## config.mk

```make
export PLATFORM = sky130hd
export DESIGN_NAME = msq_sequencer
export DESIGN_NICKNAME = d
export VERILOG_FILES = /design/src/rtl/msq_pkg.sv /design/src/rtl/msq_ce_edge.sv /design/src/rtl/msq_mode_decode.sv /design/src/rtl/msq_row_ptr.sv /design/src/rtl/msq_sequencer.sv
export SDC_FILE = /design/constraint.sdc
export NUM_CORES = 1
export LEC_CHECK = 0
export BUFFER_PORTS_ARGS = -buffer_cell sky130_fd_sc_hd__buf_4
export CORE_UTILIZATION = 55
export DETAILED_ROUTE_END_ITERATION = 8
export PLACE_DENSITY = 0.8
export SKIP_CTS_REPAIR_TIMING = 1
export SLEW_MARGIN = 10
export SYNTH_ARGS = -nofsm -noshare
export SYNTH_HDL_FRONTEND = slang
export SYNTH_SLANG_ARGS = --single-unit
```

## constraint.sdc

```tcl
create_clock -name clk -period 4.3 [get_ports clk]
set_input_delay 1.075 -clock clk [delete_from_list [all_inputs] [get_ports clk]]
set_output_delay 1.075 -clock clk [all_outputs]
set_load 0.005 [all_outputs]
```

## src/rtl/msq_pkg.sv

```systemverilog
package msq_pkg;

  typedef enum logic [1:0] {ST_IDLE, ST_PLAY, ST_CUE, ST_REC} st_e;

  typedef enum logic [2:0] {PC_HOLD, PC_LOAD, PC_INC, PC_DEC, PC_CLR} pcmd_e;

  typedef enum logic [1:0] {SR_KEEP, SR_ZERO, SR_BACK} srule_e;

  // flag order follows the bus bit positions: lvl=5 ... cue=0
  typedef struct packed {
    logic lvl;
    logic consec;
    logic loop;
    logic rsv;
    logic merge;
    logic cue;
  } mode_t;

  function automatic logic mode_is_legal(input mode_t m);
    return !(m.rsv || (m.cue && m.merge) || (m.cue && m.loop) || (m.loop && m.consec));
  endfunction

  function automatic srule_e start_rule(input logic fresh, input logic dir_flip,
                                        input logic play, input logic at_zero,
                                        input mode_t m);
    if (fresh || dir_flip) return SR_ZERO;
    if (play && (m.loop || (m.lvl && !m.consec))) return SR_ZERO;
    if (!play && m.merge && !at_zero) return SR_BACK;
    return SR_KEEP;
  endfunction

endpackage

```

## src/rtl/msq_ce_edge.sv

```systemverilog
module msq_ce_edge (
  input  logic clk,
  input  logic rst_n,
  input  logic ce_n,
  output logic fall_o
);
  logic ce_q;

  always_ff @(posedge clk or negedge rst_n) begin
    if (!rst_n) ce_q <= 1'b1;
    else        ce_q <= ce_n;
  end

  assign fall_o = ce_q & ~ce_n;

endmodule

```

## src/rtl/msq_mode_decode.sv

```systemverilog
module msq_mode_decode
  import msq_pkg::*;
#(
  parameter int ADDR_W = 8
) (
  input  logic [ADDR_W-1:0] addr_i,
  output logic              mode_space_o,
  output mode_t             mode_o,
  output logic              legal_o
);
  localparam int MODE_BITS = $bits(mode_t);

  assign mode_space_o = &addr_i[ADDR_W-1 -: 2];
  assign mode_o       = mode_t'(addr_i[MODE_BITS-1:0]);
  assign legal_o      = mode_is_legal(mode_o);

endmodule

```

## src/rtl/msq_row_ptr.sv

```systemverilog
module msq_row_ptr
  import msq_pkg::*;
#(
  parameter int ROW_W = 8
) (
  input  logic             clk,
  input  logic             rst_n,
  input  pcmd_e            cmd_i,
  input  logic [ROW_W-1:0] load_i,
  output logic [ROW_W-1:0] ptr_o,
  output logic             at_last_o
);
  localparam logic [ROW_W-1:0] LAST_ROW = '1;

  always_ff @(posedge clk or negedge rst_n) begin
    if (!rst_n) ptr_o <= '0;
    else begin
      case (cmd_i)
        PC_LOAD: ptr_o <= load_i;
        PC_INC:  ptr_o <= ptr_o + 1'b1;
        PC_DEC:  ptr_o <= ptr_o - 1'b1;
        PC_CLR:  ptr_o <= '0;
        default: ptr_o <= ptr_o;
      endcase
    end
  end

  assign at_last_o = (ptr_o == LAST_ROW);

  a_r2_clear_to_zero: assert property (@(posedge clk) disable iff (!rst_n)
    (cmd_i == PC_CLR) |=> (ptr_o == '0));

endmodule

```

## src/rtl/msq_sequencer.sv

```systemverilog
module msq_sequencer
  import msq_pkg::*;
#(
  parameter int ADDR_W = 8
) (
  input  logic              clk,
  input  logic              rst_n,
  input  logic              ce_n,
  input  logic              pd,
  input  logic              play_rec,
  input  logic [ADDR_W-1:0] addr_mode,
  output logic [ADDR_W-1:0] row_addr_o,
  input  logic              row_mark_i,
  output logic              row_we_o,
  output logic              row_mark_o,
  output logic              row_play_o,
  output logic              eom_pulse_o,
  output logic              ovf_pulse_o,
  output logic              busy_o,
  output logic              mode_err_o
);
  localparam int ROW_W = ADDR_W;

  logic             ce_fall;
  logic             mode_space_w;
  mode_t            mode_w;
  logic             legal_w;
  st_e              st_q, st_d;
  mode_t            mode_q;
  logic             fresh_q, dir_q, full_q, err_q;
  pcmd_e            pcmd;
  logic [ROW_W-1:0] ptr;
  logic             at_last;
  logic             set_full;
  logic             start_req, start_ok;
  srule_e           srule;

  msq_ce_edge u_edge (
    .clk    (clk),
    .rst_n  (rst_n),
    .ce_n   (ce_n),
    .fall_o (ce_fall)
  );

  msq_mode_decode #(.ADDR_W(ADDR_W)) u_dec (
    .addr_i       (addr_mode),
    .mode_space_o (mode_space_w),
    .mode_o       (mode_w),
    .legal_o      (legal_w)
  );

  msq_row_ptr #(.ROW_W(ROW_W)) u_ptr (
    .clk       (clk),
    .rst_n     (rst_n),
    .cmd_i     (pcmd),
    .load_i    (addr_mode),
    .ptr_o     (ptr),
    .at_last_o (at_last)
  );

  // named events for assertions
  assign start_req = ce_fall & ~pd & (st_q == ST_IDLE) & ~full_q;
  assign start_ok  = start_req & (~mode_space_w | legal_w);
  assign srule     = start_rule(fresh_q, play_rec != dir_q, play_rec, ptr == '0, mode_w);

  always_comb begin
    st_d        = st_q;
    pcmd        = PC_HOLD;
    row_we_o    = 1'b0;
    row_mark_o  = 1'b0;
    row_play_o  = 1'b0;
    eom_pulse_o = 1'b0;
    ovf_pulse_o = 1'b0;
    set_full    = 1'b0;
    if (pd) begin
      st_d = ST_IDLE;
      pcmd = PC_CLR;
      if (st_q == ST_REC) begin
        row_we_o   = 1'b1;
        row_mark_o = 1'b1;
      end
    end else begin
      case (st_q)
        ST_IDLE: begin
          if (start_ok) begin
            if (!mode_space_w) pcmd = PC_LOAD;
            else begin
              case (srule)
                SR_ZERO: pcmd = PC_CLR;
                SR_BACK: pcmd = PC_DEC;
                default: pcmd = PC_HOLD;
              endcase
            end
            if (!play_rec)                         st_d = ST_REC;
            else if (mode_space_w && mode_w.cue)   st_d = ST_CUE;
            else                                   st_d = ST_PLAY;
          end
        end
        ST_PLAY: begin
          if (mode_q.lvl && ce_n) begin
            st_d = ST_IDLE;
          end else begin
            row_play_o = 1'b1;
            if (row_mark_i) begin
              if (mode_q.loop) pcmd = PC_CLR;
              else begin
                eom_pulse_o = 1'b1;
                st_d        = ST_IDLE;
                pcmd        = mode_q.consec ? PC_INC : PC_CLR;
              end
            end else if (at_last) begin
              if (mode_q.loop) pcmd = PC_CLR;
              else begin
                ovf_pulse_o = 1'b1;
                set_full    = 1'b1;
                st_d        = ST_IDLE;
              end
            end else begin
              pcmd = PC_INC;
            end
          end
        end
        ST_CUE: begin
          if (row_mark_i) begin
            eom_pulse_o = 1'b1;
            st_d        = ST_IDLE;
            pcmd        = PC_INC;
          end else if (at_last) begin
            ovf_pulse_o = 1'b1;
            set_full    = 1'b1;
            st_d        = ST_IDLE;
          end else begin
            pcmd = PC_INC;
          end
        end
        default: begin
          row_we_o = 1'b1;
          if (ce_n) begin
            row_mark_o = 1'b1;
            st_d       = ST_IDLE;
            pcmd       = PC_INC;
          end else if (at_last) begin
            ovf_pulse_o = 1'b1;
            set_full    = 1'b1;
            st_d        = ST_IDLE;
          end else begin
            pcmd = PC_INC;
          end
        end
      endcase
    end
  end

  always_ff @(posedge clk or negedge rst_n) begin
    if (!rst_n) begin
      st_q    <= ST_IDLE;
      mode_q  <= '0;
      fresh_q <= 1'b1;
      dir_q   <= 1'b1;
      full_q  <= 1'b0;
      err_q   <= 1'b0;
    end else begin
      st_q <= st_d;
      if (start_req) err_q <= mode_space_w & ~legal_w;
      if (start_ok) begin
        mode_q  <= mode_space_w ? mode_w : '0;
        dir_q   <= play_rec;
        fresh_q <= 1'b0;
      end
      if (pd) begin
        fresh_q <= 1'b1;
        full_q  <= 1'b0;
      end else if (set_full) begin
        full_q <= 1'b1;
      end
    end
  end

  assign row_addr_o = ptr;
  assign busy_o     = (st_q != ST_IDLE);
  assign mode_err_o = err_q;

  a_r3_row_step: assert property (@(posedge clk) disable iff (!rst_n)
    (row_play_o && !row_mark_i && !at_last && !pd)
      |=> (row_addr_o == $past(row_addr_o) + 1'b1));

  a_r7_loop_silent: assert property (@(posedge clk) disable iff (!rst_n)
    (st_q == ST_PLAY && mode_q.loop) |-> (!eom_pulse_o && !ovf_pulse_o));

  a_r5_cue_no_play: assert property (@(posedge clk) disable iff (!rst_n)
    (st_q == ST_CUE) |-> !row_play_o);

  a_r8_level_stop: assert property (@(posedge clk) disable iff (!rst_n)
    (st_q == ST_PLAY && mode_q.lvl && ce_n) |=> !busy_o);

  a_r9_write_in_rec: assert property (@(posedge clk) disable iff (!rst_n)
    row_we_o |-> (st_q == ST_REC));

  a_r10_lock_idle: assert property (@(posedge clk) disable iff (!rst_n)
    (full_q && !pd) |=> !busy_o);

  a_r11_err_idle: assert property (@(posedge clk) disable iff (!rst_n)
    mode_err_o |-> !busy_o);

  a_r12_pd_rewind: assert property (@(posedge clk) disable iff (!rst_n)
    pd |=> (row_addr_o == '0 && !busy_o));

  a_r3_pulse_excl: assert property (@(posedge clk) disable iff (!rst_n)
    !(eom_pulse_o && ovf_pulse_o));

endmodule

```

==> out/results.ini, run 1 <==
[run_status]
status=completed

[clocking]
clk_path_buf_depth=2
clock_sinks=18
cts.htree.levels=1
clkSlewWorstSetupHoldPaths_ns=0.11
clockRootBuffer=clkbuf_4
numCtsBuffers=3
cts_tree=yes
clkLatencyLatePin_ns=0.31

[sta]
slew_violations=0
rsz0062_at_grt=no
setup_violations=0
fin_ws_ns=0.265
hold_violations=0
fin_worst_skew_ns=0.00337
slew_headroom_pct=72.7
worstMarginPinSlew_ns=0.407
fmax_ghz=0.248
finalCriticalPeriod_ns=4.04
fin_crit_sh_pct=93.8

[logic_synthesis]
netlist_area_um2=1470
syn_inst=159
synth_seq_area_share_pct=31.0
synth_top_area_share_pct=25.6
ys_seq_elements=18
synth-edff-count=0
synthTopCellsByArea=dfrtp_1 26%, ha_1 8.5%, dfstp_2 5.4%
synth_ff_type=dfrtp_1
yosysUniqueCellTypes=55
yosysMostFrequentCell=nand2_1
synth_largest_area_cell=dfrtp_1
synth-async-reset-ratio_pct=100
synth_fp_nets=184
yosys_warnings=0
ys_top_cells_by_count=16 x nand2_1, 15 x dfrtp_1, 10 x ha_1, 9 x a21oi_1, 9 x nor2_1
avgSynthCellArea_um2=9.21

[floorplan]
rows=18
die_y_um=53.6
dieArea_um2=2870
die_x_um=53.6
start_util_pct=58.6
coreArea_um2=2500
io_pins=29

[min_path]
min_path_cells=2
hp-class=flop to flop
min_from=fresh_q$_DFFE_PN1P_

[worst_setup_path]
critical_path.startpoint_type=primary input
cp.required_ns=4.50
worstReg2RegStart=st_q[1]$_DFFE_PN0P_
cp_max_fo=6
cp.arrival_ns=4.24
r2r_cells=16
worst_setup_path_end_kind=flop
cp-startpoint=play_rec
crit_type=primary input to flop

[placement]
gp_congestion=0.801
io_buffers=28
dpl.hpwl_mm=2.92
pre_cts_slack_ns=-0.0602

[cells_and_area]
fin_util_pct=70.9
area_growth_pct=21.0
diodes=0
layout.nets=219
nFillCells=207
drive_gt1_share_pct=28.5

[grt]
antenna_found_initial=0
grt_pass1_vias=1285
grt_pass1_wl_mm=6.01
gr-total-overflow=0
grt_max_degree=19
grt_usage_pct=29.6

[detailed_routing]
drcViolationCount=0
wire_per_inst_um=16.5
dr.pass1.iters=4
dr_wl_met2_mm=1.87
met1Wirelength_mm=1.52
vias=1356
top_layer=met4
totalWireLength_mm=3.68
ant_nets=0
via_per_inst=6.08
drt_iter0_drc=33
route.met3.wl_um=180

[flow_run]
maxCapViolCount=0

[pwr]
vdd_drop_max_uv=209
powerDensity_nw_per_um2=261
p_leak_nw=0.892

==> layer usage <==
layer / vias up / global-route usage [%]
met3: 13 / 2.82
met5: - / 0
li1: 654 / -
met4: 0 / 12.3
met1: 638 / 36.1
met2: 51 / 52.7
==> per-stage QoR <==
| stage | hold slack (ns) | std cells | setup TNS [ns] | area, um2 | power [mW] |
|---|---|---|---|---|---|
| final | 0.491 | 223 | 0 | 1770 | 0.464 |
| after global routing | 0.509 | 223 | 0 | 1770 | 0.490 |
| after CTS | 0.495 | 223 | 0 | 1770 | 0.467 |
| after detailed placement | 0.478 | 219 | -0.0602 | 1740 | 0.354 |
| after global placement | 0.468 | 219 | 0 | 1740 | 0.348 |
| after floorplan | 0.445 | 159 | 0 | 1470 | 0.294 |
==> flip-flops by register name, summed over array words and instances, names as in the netlist <==
signal,count
dir_q,1
u_ptr.ptr_o,8
full_q,1
st_q,2
fresh_q,1
mode_err_o,1
u_edge.ce_q,1
mode_q,3
==> cell type report <==
type	instances	area, um2	share of cell area [%]
multi-input combinational	130	963	54.3
sequential	18	454	25.6
timing repair buffer	34	255	14.4
tap	30	37.5	2.12
clock buffer	4	36.3	2.05
inverter	7	26.3	1.48
==> final timing paths <==
kind / endpoint / slack [ns]
setup / recovery: u_ptr.ptr_o[7]$_DFFE_PN0P_ / 0.26
hold / removal: fresh_q$_DFFE_PN1P_ / 0.49
setup reg to reg: u_ptr.ptr_o[7]$_DFFE_PN0P_ / 0.63
hold reg to reg: fresh_q$_DFFE_PN1P_ / 0.49
max in group asynchronous: u_edge.ce_q$_DFF_PN1_ / 3.43
min in group asynchronous: u_ptr.ptr_o[5]$_DFFE_PN0P_ / 0.61
==> worst max-delay path, cell delays in order <==
cell and delay [ns]:
buf_4 0.13, or4b_1 0.54, a21oi_1 0.21, a41oi_1 0.18, nor3b_2 0.25, inv_1 0.07, nor2_2 0.22, ha_1 0.27
a21oi_1 0.20, o21ai_1 0.11, or4_1 0.39, a31oi_1 0.20, xnor2_1 0.10, a221o_1 0.29
==> kinds of logic after synthesis <==
group	after synthesis	synth area share, %
AO/OA/AOI/OAI	50	25.4
XOR/XNOR	7	4.70
adder cells (fa/ha/maj)	11	9.91
buffers and inverters	11	3.42
flip-flops	18	31.0
multiplexers	2	1.45
AND/OR/NAND/NOR	60	24.2
==> power by group <==
group	internal (mW)	total, mW	switching [mW]
clock network	0.0518	0.112	0.0600
logic	0.0704	0.137	0.0667
registers	0.190	0.215	0.0247
==> cells in the final DEF, fill, tap and decap left out, types with 2 or more instances in the layout <==
cell type / count
nand2_1: 16
nor2b_1: 3
nor2_2: 2
xnor2_1: 5
a21oi_1: 9
nand3_1: 2
a31oi_1: 2
or2_2: 2
dfrtp_1: 15
clkbuf_4: 3
nor3_1: 4
a221o_1: 4
and2_1: 4
nand4_1: 2
a21o_1: 5
o21bai_1: 2
ha_1: 10
nor4_1: 3
a22o_1: 3
o21ai_0: 6
dfstp_2: 3
buf_4: 34
nor2_1: 8
nand2b_1: 2
o22ai_1: 4
nor3b_2: 2
inv_1: 7
o21a_1: 4
Power figures use the tool's default switching activity.
==> run 2: changes to the inputs <==
--- a/config.mk
+++ b/config.mk
@@ -6,9 +6,9 @@
 export NUM_CORES = 1
 export LEC_CHECK = 0
 export BUFFER_PORTS_ARGS = -buffer_cell sky130_fd_sc_hd__buf_4
-export CORE_UTILIZATION = 55
+export CORE_UTILIZATION = 49
 export DETAILED_ROUTE_END_ITERATION = 8
-export PLACE_DENSITY = 0.8
+export PLACE_DENSITY = 0.75
 export SKIP_CTS_REPAIR_TIMING = 1
 export SLEW_MARGIN = 10
 export SYNTH_ARGS = -nofsm -noshare
==> constraint.sdc (replaced) <==
create_clock -name clk -period 3.31 [get_ports clk]
set_input_delay 0.8275 -clock clk [delete_from_list [all_inputs] [get_ports clk]]
set_output_delay 0.8275 -clock clk [all_outputs]
set_load 0.02 [all_outputs]
==> run 2 against run 1 <==
Net effect: largest power group is now combinational logic; non-clock buffer count up 41; core utilization grew 9.3 points; critical endpoint unchanged; global-route usage decreased by 0.41 points; the run now ends with design-rule violations, negative setup slack left; sequential share of layout area is 5.4 points lower; first-iteration DRC count is 130% higher; combinational power is 110% higher; sequential cell count is the same; count of clock-buffer cells in the layout unchanged; cell area is 27% higher; clock skew rose by 0.0040 ns.
==> out/results.ini, run 2 (synthesis gave the netlist of run 1 again) <==
[run_status]
status=complete, but fails checks
violations=design-rule violations, negative setup slack

[pwr]
powerDensity_nw_per_um2=316  ; +21%
p_comb_share_pct=40.4  ; +11 points
p_int_uw=460  ; +47%
swShare_pct=35.4  ; +2.8 points
p_leak_nw=1.10  ; +24%
power.share.clock_pct=20.6  ; -3.5 points
vdd_drop_max_uv=181  ; -13%
seq_power_share_pct=38.9  ; -7.4 points
p_sw_uw=252  ; +67%
p_total_uw=712  ; +54%

[grt]
grt_usage_pct=29.2  ; -0.41 points
grt_pass1_wl_mm=7.07  ; +18%
grt_pass1_vias=1539  ; +20%
gr-total-overflow=0  ; unchanged
antenna_found_initial=0  ; unchanged
grt_max_degree=19  ; unchanged

[floorplan]
io_pins=29  ; unchanged
die_x_um=56.7  ; +5.7%
coreArea_um2=2810  ; +12%
rows=19  ; +1
dieArea_um2=3210  ; +12%
die_y_um=56.7  ; +5.7%
start_util_pct=52.2  ; -6.4 points

[placement]
gp_congestion=0.919  ; +15%
pre_cts_slack_ns=-0.606  ; -0.546 ns
dpl.hpwl_mm=3.41  ; +17%
dp_cells=255  ; +16%
io_buffers=28  ; unchanged

[sta]
setup_violations=4  ; +4
finalCriticalPeriod_ns=3.65
slew_violations=0  ; unchanged
fin_worst_skew_ns=0.00735  ; +0.00398 ns
slew_headroom_pct=70.6  ; -2.1 points
rsz0062_at_grt=yes
worstMarginPinSlew_ns=0.437  ; +0.0301 ns
fmax_ghz=0.274
fin_ws_ns=-0.340  ; -0.605 ns
hold_violations=0  ; unchanged
fin_crit_sh_pct=110

[cells_and_area]
final_common_cell=buf_4
diodes=0  ; unchanged
layout.nets=260  ; +19%
drive_gt1_share_pct=50.4  ; +22 points
largest_reg_flops=8  ; unchanged
area_growth_pct=53.5
top_register=u_ptr.ptr_o
reg_top3=u_ptr.ptr_o: 8 flops, mode_q: 3 flops, st_q: 2 flops
final_cell_mix=73 x buf_4, 15 x nand2_1, 15 x dfrtp_1
finalNonFillerCells=265  ; +19%

[min_path]
hp-class=primary input to async pin

[clocking]
cts.htree.levels=1  ; unchanged
clk_path_buf_depth=2  ; unchanged
cts_tree=yes
clockRootBuffer=clkbuf_4
clock_sinks=18  ; unchanged
numCtsBuffers=3  ; unchanged
clkLatencyLatePin_ns=0.32  ; about the same
clkSlewWorstSetupHoldPaths_ns=0.12  ; about the same

[worst_setup_path]
r2r_end=u_ptr.ptr_o[7]$_DFFE_PN0P_
cp-startpoint=addr_mode[3]
critical_path.startpoint_type=primary input
critPathBufInv=2  ; unchanged
cp.arrival_ns=3.86  ; -0.38 ns
r2r_cells=17  ; +1
worstReg2RegStart=st_q[1]$_DFFE_PN0P_
worst_setup_path_end_kind=flop
endpoint=u_ptr.ptr_o[7]$_DFFE_PN0P_
cp.required_ns=3.52  ; -0.98 ns
path_delay_family=simple AND/OR/NAND/NOR gates
slowest_delay_ns=0.43  ; -0.11 ns
crit_slowest_cell=or4_4
cp.depth=15  ; +1
r2r_slack_ns=-0.24  ; -0.87 ns
cp_cell_sequence=buf_4, nand3b_1, o22a_1, o2111a_1, or2_4, nor3b_2, inv_2, nor2_4, ha_4, a21oi_4, o21ai_2, or4_4, a31oi_4, xnor2_1, a221o_1
cp_max_fo=5  ; -1
crit_type=primary input to flop

[detailed_routing]
totalWireLength_mm=4.66  ; +27%
vias=1545  ; +14%
wire_per_inst_um=17.6  ; +6.5%
ant_nets=0  ; unchanged
drcViolationCount=8  ; +8
via_per_inst=5.83  ; -4.1%
dr.pass1.iters=6  ; +2
drt_iter0_drc=76  ; +130%

[flow_run]
maxCapViolCount=0  ; unchanged

==> run 2: how the worst min path moves through the flow <==
| stage | start | end | slack [ns] |
|---|---|---|---|
| 4_1_cts | rst_n | u_ptr.ptr_o[0]$_DFFE_PN0P_ | 0.37 |
| 5_1_grt | rst_n | u_ptr.ptr_o[2]$_DFFE_PN0P_ | 0.37 |
| 3_3_place_gp | mode_q[4]$_DFFE_PN0N_ | mode_q[4]$_DFFE_PN0N_ | 0.46 |
| 2_1_floorplan | fresh_q$_DFFE_PN1P_ | fresh_q$_DFFE_PN1P_ | 0.44 |
| 3_5_place_dp | fresh_q$_DFFE_PN1P_ | fresh_q$_DFFE_PN1P_ | 0.47 |
| 6_report | rst_n | u_ptr.ptr_o[0]$_DFFE_PN0P_ | 0.36 |
==> run 2: stage by stage <==
stage | TNS [ns] | utilization (%) | hold WS, ns | instance area (um2)
floorplan | -1.20 | - | 0.445 | 1510
global placement | -1.36 | 72.7 | 0.465 | 2040
detailed placement | -2.09 | 72.7 | 0.474 | 2040
CTS | -0.639 | 74.0 | 0.367 | 2080
global route | -1.20 | 80.2 | 0.370 | 2250
finish | -0.756 | 80.2 | 0.361 | 2250
==> run 2: power groups by stage <==
stage | combinational (mW) | clock, mW | sequential [mW]
after floorplan | 0.113 | 0 | 0.293
after global placement | 0.247 | 0 | 0.273
after detailed placement | 0.255 | 0 | 0.275
after CTS | 0.256 | 0.147 | 0.271
after global routing | 0.309 | 0.154 | 0.280
final | 0.288 | 0.147 | 0.277
==> run 2: per-layer routing <==
layer / GRT usage (%) / wire length [um]
met1: 33.2 / 1760
met3: 2.76 / 143
met5: 0 / 0
met4: 16.1 / 252
met2: 52.9 / 2500
==> run 2: area by class of cell <==
type / instances / area (um2)
Tap cell: 31 / 38.8
Timing Repair Buffer: 75 / 571
Multi-Input combinational cell: 130 / 1120
Sequential cell: 18 / 454
Clock buffer: 4 / 36.3
Inverter: 7 / 26.3
Fill cell: 195 / 556
